### config.mk
export PLATFORM = sky130hd
export DESIGN_NAME = phys_reg_freelist
export DESIGN_NICKNAME = d
export VERILOG_FILES = /design/src/rtl/frl_pkg.sv /design/src/rtl/frl_pool.sv /design/src/rtl/frl_shadow.sv /design/src/rtl/phys_reg_freelist.sv
export SDC_FILE = /design/constraint.sdc
export NUM_CORES = 1
export LEC_CHECK = 0
export ABC_AREA = 1
export BUFFER_PORTS_ARGS = -buffer_cell sky130_fd_sc_hd__clkbuf_2
export CORE_UTILIZATION = 55
export DETAILED_ROUTE_END_ITERATION = 8
export PLACE_DENSITY_LB_ADDON = 0.05
export SLEW_MARGIN = 40
export SYNTH_ARGS = -nofsm -noshare
export SYNTH_HDL_FRONTEND = slang
export SYNTH_SLANG_ARGS = --single-unit
### constraint.sdc
create_clock -name clk -period 7.7 [get_ports clk]
set_clock_uncertainty 0.05 [all_clocks]
set_input_delay 0.77 -clock clk [delete_from_list [all_inputs] [get_ports clk]]
set_output_delay 0.77 -clock clk [all_outputs]
set_load 0.05 [all_outputs]
### src/rtl/frl_pkg.sv
package frl_pkg;

    typedef enum logic [1:0] {
        RCLS_INT  = 2'd0,
        RCLS_FP   = 2'd1,
        RCLS_DROP = 2'd2
    } rcls_e;

    // Classify an index into the shared physical index space.
    function automatic rcls_e route_idx(input int idx, input int n_int, input int n_tot);
        if (idx < n_int) begin
            return RCLS_INT;
        end
        if (idx < n_tot) begin
            return RCLS_FP;
        end
        return RCLS_DROP;
    endfunction

endpackage

### src/rtl/frl_pool.sv
module frl_pool #(
    parameter int DEPTH = 8,
    parameter int BASE  = 0,
    parameter int SKIP  = 4,
    parameter int IW    = 4,
    parameter int CW    = $clog2(DEPTH + 1)
) (
    input  logic          clk,
    input  logic          rst_n,
    input  logic          pop_req,
    input  logic          push0_v,
    input  logic [IW-1:0] push0_idx,
    input  logic          push1_v,
    input  logic [IW-1:0] push1_idx,
    output logic [IW-1:0] head_idx,
    output logic          nonempty,
    output logic [CW-1:0] count,
    output logic          err_empty,
    output logic          err_ovf
);
    localparam int PW = (DEPTH > 1) ? $clog2(DEPTH) : 1;
    localparam int INIT_N = DEPTH - SKIP;
    localparam logic [PW-1:0] LAST  = PW'(DEPTH - 1);
    localparam logic [PW-1:0] TAIL0 = PW'(INIT_N % DEPTH);

    logic [IW-1:0] mem [DEPTH];
    logic [PW-1:0] hd;
    logic [PW-1:0] tl;
    logic [PW-1:0] tl1;
    logic [CW-1:0] cnt;
    logic          pop_ok;
    logic          acc0;
    logic          acc1;
    int            room;

    function automatic logic [PW-1:0] bump(input logic [PW-1:0] p);
        return (p == LAST) ? '0 : p + 1'b1;
    endfunction

    always_comb begin
        pop_ok = pop_req && (cnt != '0);
        room   = DEPTH - int'(cnt) + (pop_ok ? 1 : 0);
        acc0   = push0_v && (room >= 1);
        acc1   = push1_v && (room >= (acc0 ? 2 : 1));
        tl1    = acc0 ? bump(tl) : tl;
    end

    generate
        for (genvar g = 0; g < DEPTH; g++) begin : g_slot
            localparam logic [IW-1:0] RVAL = (g < INIT_N) ? IW'(BASE + SKIP + g) : '0;
            always_ff @(posedge clk) begin
                if (!rst_n) begin
                    mem[g] <= RVAL;
                end else if (acc0 && (tl == PW'(g))) begin
                    mem[g] <= push0_idx;
                end else if (acc1 && (tl1 == PW'(g))) begin
                    mem[g] <= push1_idx;
                end
            end
        end
    endgenerate

    always_ff @(posedge clk) begin
        if (!rst_n) begin
            hd        <= '0;
            tl        <= TAIL0;
            cnt       <= CW'(INIT_N);
            err_empty <= 1'b0;
            err_ovf   <= 1'b0;
        end else begin
            hd        <= pop_ok ? bump(hd) : hd;
            tl        <= acc1 ? bump(tl1) : tl1;
            cnt       <= cnt + CW'(acc0) + CW'(acc1) - CW'(pop_ok);
            err_empty <= pop_req && (cnt == '0);
            err_ovf   <= (push0_v && !acc0) || (push1_v && !acc1);
        end
    end

    assign head_idx = mem[hd];
    assign nonempty = (cnt != '0);
    assign count    = cnt;

    AST_CNT_BOUND: assert property (@(posedge clk) disable iff (!rst_n)
        int'(cnt) <= DEPTH);
    AST_EMPTY_HOLD: assert property (@(posedge clk) disable iff (!rst_n)
        (pop_req && cnt == '0 && !push0_v && !push1_v) |=> (cnt == '0 && err_empty));
    AST_POP_DEC: assert property (@(posedge clk) disable iff (!rst_n)
        (pop_req && cnt != '0 && !push0_v && !push1_v) |=> (cnt == $past(cnt) - 1'b1));
    AST_BALANCED: assert property (@(posedge clk) disable iff (!rst_n)
        (pop_req && cnt != '0 && push0_v && !push1_v) |=> $stable(cnt));
    AST_FULL_DROP: assert property (@(posedge clk) disable iff (!rst_n)
        (int'(cnt) == DEPTH && !pop_req && push0_v) |=> (err_ovf && $stable(cnt)));

endmodule

### src/rtl/frl_shadow.sv
module frl_shadow #(
    parameter int TOTAL  = 14,
    parameter int IW     = 4,
    parameter int INT_LO = 4,
    parameter int INT_HI = 8,
    parameter int FP_LO  = 10
) (
    input  logic          clk,
    input  logic          rst_n,
    input  logic          ai_v,
    input  logic [IW-1:0] ai_idx,
    input  logic          af_v,
    input  logic [IW-1:0] af_idx,
    input  logic          rg_v,
    input  logic [IW-1:0] rg_idx,
    input  logic          ri_v,
    input  logic [IW-1:0] ri_idx,
    input  logic          rf_v,
    input  logic [IW-1:0] rf_idx,
    output logic          err_dbl,
    output logic          err_bad
);
    localparam int NOPS = 5;

    function automatic logic [TOTAL-1:0] init_bits();
        logic [TOTAL-1:0] r;
        for (int k = 0; k < TOTAL; k++) begin
            r[k] = ((k >= INT_LO) && (k < INT_HI)) || ((k >= FP_LO) && (k < TOTAL));
        end
        return r;
    endfunction

    function automatic logic is_set(input logic [TOTAL-1:0] v, input logic [IW-1:0] i);
        logic r;
        r = 1'b0;
        for (int k = 0; k < TOTAL; k++) begin
            if (int'(i) == k) begin
                r = v[k];
            end
        end
        return r;
    endfunction

    localparam logic [TOTAL-1:0] INIT = init_bits();

    logic [TOTAL-1:0] bits;
    logic [TOTAL-1:0] nxt;
    logic             dbl;
    logic             bad;
    logic [NOPS-1:0]  ov;
    logic [NOPS-1:0]  os;
    logic [IW-1:0]    oi [NOPS];

    // Operation order: allocations, then generic, integer, float releases.
    assign ov    = {rf_v, ri_v, rg_v, af_v, ai_v};
    assign os    = 5'b11100;
    assign oi[0] = ai_idx;
    assign oi[1] = af_idx;
    assign oi[2] = rg_idx;
    assign oi[3] = ri_idx;
    assign oi[4] = rf_idx;

    always_comb begin
        nxt = bits;
        dbl = 1'b0;
        bad = 1'b0;
        for (int j = 0; j < NOPS; j++) begin
            if (ov[j]) begin
                for (int k = 0; k < TOTAL; k++) begin
                    if (int'(oi[j]) == k) begin
                        if (os[j]) begin
                            if (nxt[k]) dbl = 1'b1;
                            nxt[k] = 1'b1;
                        end else begin
                            if (!nxt[k]) bad = 1'b1;
                            nxt[k] = 1'b0;
                        end
                    end
                end
            end
        end
    end

    always_ff @(posedge clk) begin
        if (!rst_n) begin
            bits    <= INIT;
            err_dbl <= 1'b0;
            err_bad <= 1'b0;
        end else begin
            bits    <= nxt;
            err_dbl <= dbl;
            err_bad <= bad;
        end
    end

    AST_DOUBLE_FREE: assert property (@(posedge clk) disable iff (!rst_n)
        (ri_v && !ai_v && !af_v && is_set(bits, ri_idx)) |=> err_dbl);
    AST_BAD_ALLOC: assert property (@(posedge clk) disable iff (!rst_n)
        (ai_v && int'(ai_idx) < TOTAL && !is_set(bits, ai_idx)) |=> err_bad);
    AST_CLEAN_FREE: assert property (@(posedge clk) disable iff (!rst_n)
        (rf_v && !rg_v && !ri_v && !ai_v && !af_v && int'(rf_idx) < TOTAL && !is_set(bits, rf_idx))
        |=> (!err_dbl && !err_bad));

endmodule

### src/rtl/phys_reg_freelist.sv
module phys_reg_freelist #(
    parameter int N_LOG_INT  = 4,
    parameter int N_PHYS_INT = 8,
    parameter int N_LOG_FP   = 2,
    parameter int N_PHYS_FP  = 6,
    parameter int IW         = $clog2(N_PHYS_INT + N_PHYS_FP),
    parameter int ICW        = $clog2(N_PHYS_INT + 1),
    parameter int FCW        = $clog2(N_PHYS_FP + 1)
) (
    input  logic           clk,
    input  logic           rst_n,
    input  logic           int_alloc_req,
    output logic [IW-1:0]  int_alloc_idx,
    input  logic           fp_alloc_req,
    output logic [IW-1:0]  fp_alloc_idx,
    input  logic           rel_valid,
    input  logic [IW-1:0]  rel_idx,
    input  logic           int_rel_valid,
    input  logic [IW-1:0]  int_rel_idx,
    input  logic           fp_rel_valid,
    input  logic [IW-1:0]  fp_rel_idx,
    output logic           int_nonempty,
    output logic [ICW-1:0] int_free_cnt,
    output logic           fp_nonempty,
    output logic [FCW-1:0] fp_free_cnt,
    output logic           err_empty_alloc,
    output logic           err_double_free,
    output logic           err_bad_alloc,
    output logic           err_overflow
);
    import frl_pkg::*;

    localparam int TOTAL = N_PHYS_INT + N_PHYS_FP;

    rcls_e gen_cls;
    logic  gen_int;
    logic  gen_fp;
    logic  int_pop;
    logic  fp_pop;
    logic  int_err_empty;
    logic  fp_err_empty;
    logic  int_err_ovf;
    logic  fp_err_ovf;

    always_comb begin
        gen_cls = route_idx(int'(rel_idx), N_PHYS_INT, TOTAL);
        gen_int = rel_valid && (gen_cls == RCLS_INT);
        gen_fp  = rel_valid && (gen_cls == RCLS_FP);
        int_pop = int_alloc_req && int_nonempty;
        fp_pop  = fp_alloc_req && fp_nonempty;
    end

    frl_pool #(
        .DEPTH(N_PHYS_INT), .BASE(0), .SKIP(N_LOG_INT), .IW(IW), .CW(ICW)
    ) u_int_pool (
        .clk(clk), .rst_n(rst_n), .pop_req(int_alloc_req),
        .push0_v(gen_int), .push0_idx(rel_idx),
        .push1_v(int_rel_valid), .push1_idx(int_rel_idx),
        .head_idx(int_alloc_idx), .nonempty(int_nonempty), .count(int_free_cnt),
        .err_empty(int_err_empty), .err_ovf(int_err_ovf)
    );

    frl_pool #(
        .DEPTH(N_PHYS_FP), .BASE(N_PHYS_INT), .SKIP(N_LOG_FP), .IW(IW), .CW(FCW)
    ) u_fp_pool (
        .clk(clk), .rst_n(rst_n), .pop_req(fp_alloc_req),
        .push0_v(gen_fp), .push0_idx(rel_idx),
        .push1_v(fp_rel_valid), .push1_idx(fp_rel_idx),
        .head_idx(fp_alloc_idx), .nonempty(fp_nonempty), .count(fp_free_cnt),
        .err_empty(fp_err_empty), .err_ovf(fp_err_ovf)
    );

    frl_shadow #(
        .TOTAL(TOTAL), .IW(IW), .INT_LO(N_LOG_INT), .INT_HI(N_PHYS_INT),
        .FP_LO(N_PHYS_INT + N_LOG_FP)
    ) u_shadow (
        .clk(clk), .rst_n(rst_n),
        .ai_v(int_pop), .ai_idx(int_alloc_idx),
        .af_v(fp_pop), .af_idx(fp_alloc_idx),
        .rg_v(gen_int || gen_fp), .rg_idx(rel_idx),
        .ri_v(int_rel_valid), .ri_idx(int_rel_idx),
        .rf_v(fp_rel_valid), .rf_idx(fp_rel_idx),
        .err_dbl(err_double_free), .err_bad(err_bad_alloc)
    );

    assign err_empty_alloc = int_err_empty || fp_err_empty;
    assign err_overflow    = int_err_ovf || fp_err_ovf;

    AST_GEN_DROP: assert property (@(posedge clk) disable iff (!rst_n)
        (rel_valid && int'(rel_idx) >= TOTAL && !int_rel_valid && !fp_rel_valid
         && !int_alloc_req && !fp_alloc_req) |=> ($stable(int_free_cnt) && $stable(fp_free_cnt)));
    AST_GEN_TO_INT: assert property (@(posedge clk) disable iff (!rst_n)
        (rel_valid && int'(rel_idx) < N_PHYS_INT && !int_rel_valid && !int_alloc_req
         && int'(int_free_cnt) < N_PHYS_INT) |=> (int_free_cnt == $past(int_free_cnt) + 1'b1));
    AST_GEN_TO_FP: assert property (@(posedge clk) disable iff (!rst_n)
        (rel_valid && int'(rel_idx) >= N_PHYS_INT && int'(rel_idx) < TOTAL && !fp_rel_valid
         && !fp_alloc_req && int'(fp_free_cnt) < N_PHYS_FP) |=> (fp_free_cnt == $past(fp_free_cnt) + 1'b1));
    AST_NONEMPTY: assert property (@(posedge clk) disable iff (!rst_n)
        (!int_nonempty && !rel_valid && !int_rel_valid) |=> !int_nonempty);

endmodule

==> results.py, run 1 <==
metrics = {
    "run_status": {
        "outcome": "finished, final reports clean",
    },
    "run": {
        "max-cap-violations": 0,
    },
    "critical_path": {
        "cpPeakStageDelay_ps": 580,
        "cp_max_fo": 22,
        "path_common_cell": "inv_1",
        "r2r_slack_ps": 2280,
        "cp.arrival_ps": 5630,
        "crit_type": "reg -> reg",
        "r2r_start": "u_int_pool.count[0]",
        "r2r_end": "u_int_pool.count[1]",
        "critPathLaunchType": "flop",
        "slowest_stage": "inv_1",
        "cp-end-kind": "flop",
        "rr_worst_depth": 28,
        "critPathRequiredTime_ps": 7910,
    },
    "die": {
        "start_util": 0.565,
        "pin_count": 40,
        "fp.dieH_um": 121,
        "core_area_sq_um": 13900,
        "row_count": 43,
        "die_x_um": 121,
        "die-area_sq_um": 14700,
    },
    "synthesis": {
        "synth.avg_cell_area_sq_um": 6.93,
        "synthCells": 1132,
        "ys_warn_count": 0,
        "synth_compound_area_frac": 0.0962,
        "synth_top_family_by_area": "simple AND/OR/NAND/NOR gates",
        "yosys.area_share.xor_xnor": 0.0112,
        "synth_ff_type": "edfxtp_1",
        "synth-simple-area-share": 0.383,
        "syn-num-nets": 1203,
        "synthAdderAreaFrac": 0.0868,
        "ys_seq_area_frac": 0.329,
        "synth_area_sq_um": 7840,
        "synth_mux_area_frac": 0,
        "synth-edff-count": 56,
        "async_reset_ff_frac": 0,
        "ys_ff_latch": 101,
        "ys_types": 50,
    },
    "cells_and_area": {
        "final_common_cell": "nand2_1",
        "antenna_cells": 0,
        "area_growth_pct": 7.72,
        "final_cell_mix": "320 x nand2_1, 139 x inv_1, 132 x nor2_1",
        "drive_gt1_frac": 0.117,
        "fin_util": 0.609,
        "fin_nets": 1226,
    },
    "global_routing": {
        "grt_usage": 0.298,
        "grt_pass1_wl_um": 33200,
        "overflow": 0,
        "grt_pass1_vias": 6434,
        "grt_max_degree": 59,
        "antenna_found_initial": 0,
    },
    "timing": {
        "hold_slack_ps": 425,
        "slew_viol_final": 0,
        "worst_pin_slew_ps": 783,
        "setup-tns-final_ps": 0,
        "min_period_over_period": 0.704,
        "slew_headroom": 0.478,
        "rsz0062_at_grt": "false",
        "fmax_ghz": 0.185,
        "setup_viol": 0,
        "min_period_ps": 5420,
        "hold_viol": 0,
    },
    "clock_network": {
        "path_clk_slew_ps": 70,
        "cts_buffers": 9,
        "hold_buffers": 0,
        "cts_tree": "yes",
        "post_cts_resized": 0,
        "clock_path_buffers": 2,
        "cts-htree-levels": 3,
        "cts-root-buf": "clkbuf_16",
        "clock_latency_ps": 360,
        "post_cts_buffers": 0,
        "clock-sinks": 101,
    },
    "power": {
        "p_leak_nw": 3.93,
        "p_per_area_nw_per_um2": 296,
        "peakVddDrop_uv": 222,
    },
    "routing": {
        "routed_wl_um": 20900,
        "viasPerCell": 5.40,
        "first_pass_iters": 5,
        "via_count": 7234,
        "drtIter0Drc": 755,
        "drcViolationCount": 0,
        "drtAntennaViolNets": 0,
        "detail_route.wl_per_cell_um": 15.6,
    },
    "place": {
        "port_buffers": 39,
        "dp_hpwl_um": 16300,
        "gp_congestion": 0.951,
    },
    "worst_hold_path": {
        "hold_depth": 1,
        "hold_end": "u_fp_pool.hd[0]",
        "hp-start": "u_fp_pool.hd[0]",
        "hp-class": "reg -> reg",
    },
}
-- power by group --
group	leakage [nW]	total (W)	internal [W]	switching, W
Sequential	0.890	0.000747	0.000667	0.0000795
Combinational	2.89	0.00125	0.000372	0.000882
Clock	0.150	0.000502	0.000287	0.000215
-- worst max-delay path by stage --
stage | start | endpoint | slack (ps) | depth (start not counted)
after floorplan | u_int_pool.count[1] | u_int_pool.count[1] | 2250 | 28
after global placement | int_alloc_req | u_int_pool.count[1] | 2390 | 25
after detailed placement | int_alloc_req | u_int_pool.count[1] | 2280 | 26
after CTS | u_int_pool.count[0] | u_int_pool.count[1] | 2300 | 28
after global routing | u_int_pool.count[0] | u_int_pool.count[1] | 1870 | 28
final | u_int_pool.count[0] | u_int_pool.count[1] | 2280 | 28
-- flip-flops by register name, indices dropped and copies added, names as in the netlist, named ones only --
name	cells
u_fp_pool.count	3
u_int_pool.count	4
u_shadow.err_bad	1
u_int_pool.err_empty	1
u_int_pool.tl	3
u_fp_pool.err_ovf	1
u_shadow.bits	14
u_shadow.err_dbl	1
u_int_pool.err_ovf	1
u_int_pool.mem	32
u_fp_pool.hd	3
u_fp_pool.err_empty	1
u_int_pool.hd	3
u_fp_pool.tl	3
u_fp_pool.mem	24
-- routing by layer --
| metal | GRT usage | vias to the layer above | routed length [um] | part of all wire |
|---|---|---|---|---|
| met5 | 0 | - | 0 | 0 |
| met4 | 0.115 | 0 | 528 | 0.025 |
| met3 | 0.0409 | 45 | 1410 | 0.068 |
| met2 | 0.482 | 261 | 9570 | 0.46 |
| met1 | 0.404 | 3206 | 9420 | 0.45 |
| li1 | - | 3722 | - | - |
-- stage by stage --
step	worst slack [ps]	std cells	power (W)	instance area (sq um)
3_5_place_dp	2280	1324	0.00200	8130
2_1_floorplan	2250	1132	0.00172	7840
6_report	2280	1340	0.00250	8450
5_1_grt	1870	1340	0.00267	8450
3_3_place_gp	2390	1324	0.00198	8130
4_1_cts	2300	1340	0.00250	8450
-- worst max-delay path, delay by kind of cell, from the launching register on --
kind | cells | cell delay [ps]
buffers and inverters | 7 | 970
AOI/OAI and AO/OA | 1 | 150
adders and majority gates | 7 | 2250
and+or+nand+nor | 13 | 1530
DFF | 1 | 370
-- synthesized netlist by cell type, drive strengths merged, types with 7 or more instances --
cell type,count,area [sq um]
clkbuf,17,63.8
nand4,17,121
dfxtp,45,901
buf,12,83.8
o21ai,62,340
a21oi,37,200
edfxtp,56,1680
inv,153,582
nand2,340,1360
ha,48,601
o22ai,15,93.8
o211ai,7,52.6
nor2,149,674
nor3,15,75.1
nand3,124,681
-- cell families (layout without fill, tap and decap cells) --
kind of cell / Yosys count / in the layout
buf+inv: 184 / 212
fa+ha+maj: 52 / 52
xor+xnor: 7 / 7
flops: 101 / 101
compound gates: 129 / 129
simple gates: 659 / 659
-- final cells by class --
| class | count | area, sq um |
|---|---|---|
| flip-flops and latches | 101 | 2580 |
| clock inverters | 5 | 85.1 |
| multi-input cells | 847 | 4520 |
| inverters | 155 | 589 |
| well taps | 180 | 225 |
| fillers | 1342 | 5430 |
| clock buffers | 11 | 233 |
| repair buffers | 41 | 210 |
Note: power is estimated with default switching activity, not from simulation.
==> run 2, diff against run 1 <==
--- a/config.mk
+++ b/config.mk
@@ -5,7 +5,7 @@
 export SDC_FILE = /design/constraint.sdc
 export NUM_CORES = 1
 export LEC_CHECK = 0
-export ABC_AREA = 1
+export ABC_AREA = 0
 export BUFFER_PORTS_ARGS = -buffer_cell sky130_fd_sc_hd__clkbuf_2
 export CORE_UTILIZATION = 55
 export DETAILED_ROUTE_END_ITERATION = 8
==> constraint.sdc (replaced) <==
create_clock -name clk -period 4.55 [get_ports clk]
set_clock_uncertainty 0.05 [all_clocks]
set_input_delay 0.455 -clock clk [delete_from_list [all_inputs] [get_ports clk]]
set_output_delay 0.455 -clock clk [all_outputs]
set_load 0.05 [all_outputs]
==> results.py, run 2 <==
metrics = {
    "run_status": {
        "outcome": "finished, final reports clean",
    },
    "cells_and_area": {
        "fin_area_sq_um": 8520,
        "area_growth_pct": 13.2,
        "largest_registers": "u_int_pool.mem x32, u_fp_pool.mem x24, u_shadow.bits x14",
        "final_cell_mix": "93 x nand2_1, 68 x nor2_1, 56 x edfxtp_1",
        "largest_register_ffs": 32,
        "fin_nets": 938,
        "antenna_cells": 0,
        "fin_util": 0.641,
        "top_register": "u_int_pool.mem",
        "drive_gt1_frac": 0.185,
        "final_common_cell": "nand2_1",
    },
    "worst_hold_path": {
        "hold_depth": 3,
        "hold_end": "u_fp_pool.err_empty",
        "hp-class": "in -> reg",
        "hp-start": "fp_alloc_req",
    },
    "run": {
        "max-cap-violations": 0,
    },
    "synthesis": {
        "synth_top_cell_by_area": "edfxtp_1",
        "yosysMostFrequentCell": "nand2_1",
        "synth_area_sq_um": 7530,
        "syn-num-nets": 915,
        "ys_types": 77,
        "yosys-top-cells-area": "edfxtp_1 22%, dfxtp_1 12%, ha_1 8.0%",
        "synth-edff-count": 56,
        "synth.avg_cell_area_sq_um": 8.92,
        "async_reset_ff_frac": 0,
        "netlist.area_leader.share": 0.223,
        "ys_ff_latch": 101,
        "ys_warn_count": 0,
        "ys_top_cells_by_count": "96 x nand2_1, 71 x nor2_1, 56 x edfxtp_1",
        "synthCells": 844,
        "synth_ff_type": "edfxtp_1",
        "ys_seq_area_frac": 0.343,
    },
    "critical_path": {
        "rr_worst_depth": 25,
        "cp.arrival_ps": 4540,
        "slowest_stage": "fa_1",
        "path_common_cell": "ha_4",
        "cp_max_fo": 7,
        "r2r_start": "u_int_pool.count[0]",
        "r2r_slack_ps": 210,
        "r2r_end": "u_int_pool.count[1]",
        "startpoint": "u_int_pool.count[0]",
        "critPathRequiredTime_ps": 4750,
        "path_buf_inv": 5,
        "crit_type": "reg -> reg",
        "cpPeakStageDelay_ps": 420,
        "critPathLaunchType": "flop",
        "crit_family": "adder cells",
        "cp-end-kind": "flop",
    },
    "clock_network": {
        "cts_tree": "yes",
        "cts-root-buf": "clkbuf_16",
        "path_clk_slew_ps": 70,
        "clock_path_buffers": 2,
        "clock_latency_ps": 360,
        "cts-htree-levels": 3,
        "cts_buffers": 9,
        "clock-sinks": 101,
    },
    "global_routing": {
        "antenna_found_initial": 0,
        "overflow": 0,
        "grt_pass1_wl_um": 35500,
        "grt_usage": 0.323,
        "grt_pass1_vias": 6596,
        "grt_max_degree": 39,
    },
    "timing": {
        "setup-tns-final_ps": 0,
        "min_period_ps": 4340,
        "slew_viol_final": 0,
        "min_period_over_period": 0.953,
        "hold_viol": 0,
        "slew_headroom": 0.405,
        "setup_viol": 0,
        "fmax_ghz": 0.231,
        "worst_pin_slew_ps": 892,
    },
    "place": {
        "gp_congestion": 1.03,
        "dp_hpwl_um": 17100,
        "post_dp_cell_area_sq_um": 8130,
        "port_buffers": 39,
    },
    "routing": {
        "routed_wl_um": 22600,
        "viasPerCell": 6.77,
        "drtAntennaViolNets": 0,
        "drtIter0Drc": 1111,
        "detail_route.wl_per_cell_um": 21.6,
        "first_pass_iters": 6,
        "drcViolationCount": 0,
        "via_count": 7097,
    },
    "die": {
        "fp.dieH_um": 119,
        "core_area_sq_um": 13300,
        "start_util": 0.566,
        "die_x_um": 119,
        "pin_count": 40,
        "row_count": 42,
        "die-area_sq_um": 14200,
    },
    "power": {
        "p_comb_frac": 0.504,
        "p_int_w": 0.00237,
        "p_leak_nw": 3.14,
        "p_seq_frac": 0.311,
        "p_per_area_nw_per_um2": 501,
        "p_clk_frac": 0.184,
        "peakVddDrop_uv": 393,
        "p_sw_w": 0.00190,
        "sw_frac_of_total": 0.444,
    },
}
run 2: final cells by class:
cell class | instances | area (sq um)
Multi-Input combinational cell | 650 | 4850
Tap cell | 176 | 220
Inverter | 45 | 185
Clock buffer | 10 | 239
Fill cell | 1086 | 4770
Sequential cell | 101 | 2610
Timing Repair Buffer | 60 | 353
Clock inverter | 6 | 62.6
run 2: layer usage:
metal | wire length, um | vias up | global-route usage
met3 | 2690 | 39 | 0.0900
met4 | 321 | 0 | 0.0823
met5 | 0 | - | 0
met1 | 9900 | 3357 | 0.469
met2 | 9710 | 467 | 0.472
li1 | - | 3234 | -
run 2: repair_timing:
| action | 4_1_cts | 5_1_grt |
|---|---|---|
| endpoints found under the setup margin | 2 | 66 |
| hold buffers | 0 | 0 |
| pin swaps | 0 | 6 |
| buffers inserted | 0 | 5 |
| hold endpoints to repair | 0 | 0 |
| resized for setup | 1 | 10 |
| gates cloned | 0 | 0 |
run 2: how the worst max path moves through the flow:
stage | slack [ps] | end | cells after the start
after floorplan | -90 | u_fp_pool.count[1] | 25
after global placement | 240 | u_int_pool.count[1] | 25
after detailed placement | 20 | u_int_pool.count[1] | 21
after CTS | 7 | u_int_pool.count[1] | 21
after global routing | -6 | u_int_pool.count[3] | 26
final | 210 | u_int_pool.count[1] | 25
run 2: power groups by stage:
stage                     Sequential (W)  Clock (W)  Combinational [W]
final                            0.00133   0.000787            0.00215
after CTS                        0.00132   0.000796            0.00207
after detailed placement         0.00134          0            0.00206
after floorplan                  0.00134          0            0.00156
after global placement           0.00133          0            0.00200
after global routing             0.00135   0.000824            0.00235
run 2: worst register-to-register path, cell delays in order, from the launching register on:
cell,delay (ps)
dfxtp_4,390
inv_4,50
ha_4,190
nand2_8,90
nand2_8,80
inv_6,110
ha_4,160
ha_4,140
and2_4,130
nand2b_1,50
ha_1,280
nand2_1,70
nor3_1,40
nand3_1,130
nor2_2,80
a211oi_4,240
clkinv_2,140
ha_4,270
nor3b_2,150
o21a_1,170
o21a_4,170
inv_2,60
fa_2,330
inv_2,80
fa_1,420
and2_1,160
run 2: cell families after synthesis:
family / synth area share
AOI/OAI and AO/OA: 0.211
muxes: 0.0753
adders and majority gates: 0.0904
and+or+nand+nor: 0.217
buffers and inverters: 0.0494
DFF: 0.343
xor gates and xnor gates: 0.0135
run 2: through the flow:
step	hold slack, ps	std cells	worst slack (ps)	power, W
2_1_floorplan	400	844	-86.9	0.00291
3_3_place_gp	418	1027	239	0.00333
3_5_place_dp	436	1027	21.8	0.00340
4_1_cts	277	1043	6.93	0.00419
5_1_grt	268	1048	-5.58	0.00452
6_report	283	1048	213	0.00426
==> run 3, diff against run 2 <==
--- a/config.mk
+++ b/config.mk
@@ -6,9 +6,9 @@
 export NUM_CORES = 1
 export LEC_CHECK = 0
 export ABC_AREA = 0
-export BUFFER_PORTS_ARGS = -buffer_cell sky130_fd_sc_hd__clkbuf_2
 export CORE_UTILIZATION = 55
 export DETAILED_ROUTE_END_ITERATION = 8
+export DONT_BUFFER_PORTS = 1
 export PLACE_DENSITY_LB_ADDON = 0.05
 export SLEW_MARGIN = 40
 export SYNTH_ARGS = -nofsm -noshare
==> results.py, run 3 (same netlist as run 2, synthesis figures left out) <==
metrics = {
    "routing": {
        "first_pass_iters": 6,
        "drtIter0Drc": 913,
        "viasPerCell": 6.76,
        "routed_wl_um": 22000,
        "drcViolationCount": 0,
        "drtAntennaViolNets": 0,
        "via_count": 6894,
        "detail_route.wl_per_cell_um": 21.6,
    },
    "critical_path": {
        "critPathRequiredTime_ps": 4610,
        "cp_max_fo": 11,
        "critPathLaunchType": "flop",
        "cp.arrival_ps": 4390,
        "crit_type": "reg -> reg",
        "r2r_start": "u_int_pool.count[1]",
        "cp-end-kind": "flop",
        "startpoint": "u_int_pool.count[1]",
    },
    "place": {
        "port_buffers": 0,
        "dp_hpwl_um": 16600,
        "gp_congestion": 0.963,
        "place_ws_ps": 17.7,
    },
    "timing": {
        "worst_pin_slew_ps": 876,
        "hold_viol": 0,
        "fin_ws_ps": 217,
        "slew_headroom": 0.414,
        "setup-tns-final_ps": 0,
        "min_period_over_period": 0.952,
        "rsz0062_at_grt": "false",
        "slew_viol_final": 0,
        "fmax_ghz": 0.231,
        "setup_viol": 0,
        "hold_slack_ps": 134,
        "min_period_ps": 4330,
    },
    "worst_hold_path": {
        "hp-start": "rst_n",
        "hp-class": "in -> reg",
    },
    "cells_and_area": {
        "antenna_cells": 0,
        "final_common_cell": "nand2_1",
        "top_register": "u_int_pool.mem",
        "drive_gt1_frac": 0.158,
        "area_growth_pct": 11.6,
        "largest_register_ffs": 32,
        "regArea_sq_um": 2610,
        "final_cell_mix": "93 x nand2_1, 69 x nor2_1, 56 x edfxtp_1",
        "num-fill-cells": 1135,
        "fin_nets": 910,
        "multi_input_area_sq_um": 4860,
        "largest_registers": "u_int_pool.mem x32, u_fp_pool.mem x24, u_shadow.bits x14",
    },
    "global_routing": {
        "grt_usage": 0.315,
        "grt_max_degree": 39,
        "grt_pass1_wl_um": 34500,
        "overflow": 0,
        "antenna_found_initial": 0,
        "grt_pass1_vias": 6400,
    },
    "clock_network": {
        "clock-sinks": 101,
        "hold_buffers": 0,
        "cts_tree": "yes",
        "cts-htree-levels": 3,
        "clock_latency_ps": 350,
        "path_clk_slew_ps": 70,
        "cts_buffers": 9,
        "clock_path_buffers": 2,
        "cts-root-buf": "clkbuf_16",
    },
    "die": {
        "row_count": 42,
        "die-area_sq_um": 14200,
        "fp.dieH_um": 119,
        "pin_count": 40,
        "core_area_sq_um": 13300,
        "start_util": 0.566,
        "die_x_um": 119,
    },
    "power": {
        "peakVddDrop_uv": 394,
        "p_per_area_nw_per_um2": 498,
        "p_leak_nw": 3.02,
    },
    "run_status": {
        "outcome": "finished, final reports clean",
    },
    "run": {
        "max-cap-violations": 0,
    },
}
-- run 3: cell types whose count changed in the layout (fill, tap and decap cells not counted), moves of 2 or more --
cell,previous run,this run
nor2_2,3,1
buf_4,21,32
o21ai_1,2,4
inv_4,4,7
clkbuf_2,39,0
o21ai_0,36,34
-- run 3: repair_timing --
| item | CTS | global route |
|---|---|---|
| endpoints found under the setup margin | 0 | 57 |
| gates resized for setup | 0 | 18 |
| setup buffers | 0 | 7 |
-- run 3: layout make-up --
cell class	instances	area share
clock buffer	10	0.0273
sequential	101	0.310
inverter	45	0.0225
tap	176	0.0262
timing repair buffer	32	0.0286
clock inverter	6	0.00625
multi-input combinational	650	0.579
-- run 3: per-stage QoR --
step                      cells  utilization  cell area [sq um]  power (W)
after floorplan             844            -               7840    0.00291
after global placement      997        0.602               8000    0.00328
final                      1020        0.632               8400    0.00419
after detailed placement    997        0.602               8000    0.00335
after global routing       1020        0.632               8400    0.00446
after CTS                  1013        0.623               8280    0.00409
-- run 3: where the power goes --
part / switching, W / internal, W
logic: 0.00127 / 0.000834
clock network: 0.000356 / 0.000381
registers: 0.000198 / 0.00115
total: 0.00182 / 0.00237
-- run 3: worst paths after layout --
| check | to | slack [ps] | cells past startpoint |
|---|---|---|---|
| min | u_fp_pool.count[2] | 130 | 1 |
| max | u_int_pool.mem[2][2] | 220 | 22 |
| max reg2reg | u_int_pool.mem[2][2] | 220 | 22 |
| min reg2reg | u_int_pool.hd[2] | 430 | 2 |
-- run 3: layer usage --
metal  GRT usage  vias up  wire length, um
li1            -     3179                -
met1       0.455     3262             9630
met2       0.467      409             9630
met3      0.0881       44             2420
met4      0.0649        0              321
met5           0        -                0
-- run 3: critical path: stages, from the launching register on --
cell	delay, ps
dfxtp_4	350
inv_4	80
ha_4	200
nand2_8	120
nand2_8	130
inv_6	40
ha_4	160
and2_4	150
nand2_1	100
ha_2	270
nor4b_2	150
nand3_1	150
nor2_2	90
a211oi_4	270
inv_4	80
ha_4	260
nor3b_2	140
o21a_1	180
o21a_1	150
buf_4	180
nand2_1	160
or3_4	430
o22a_1	190
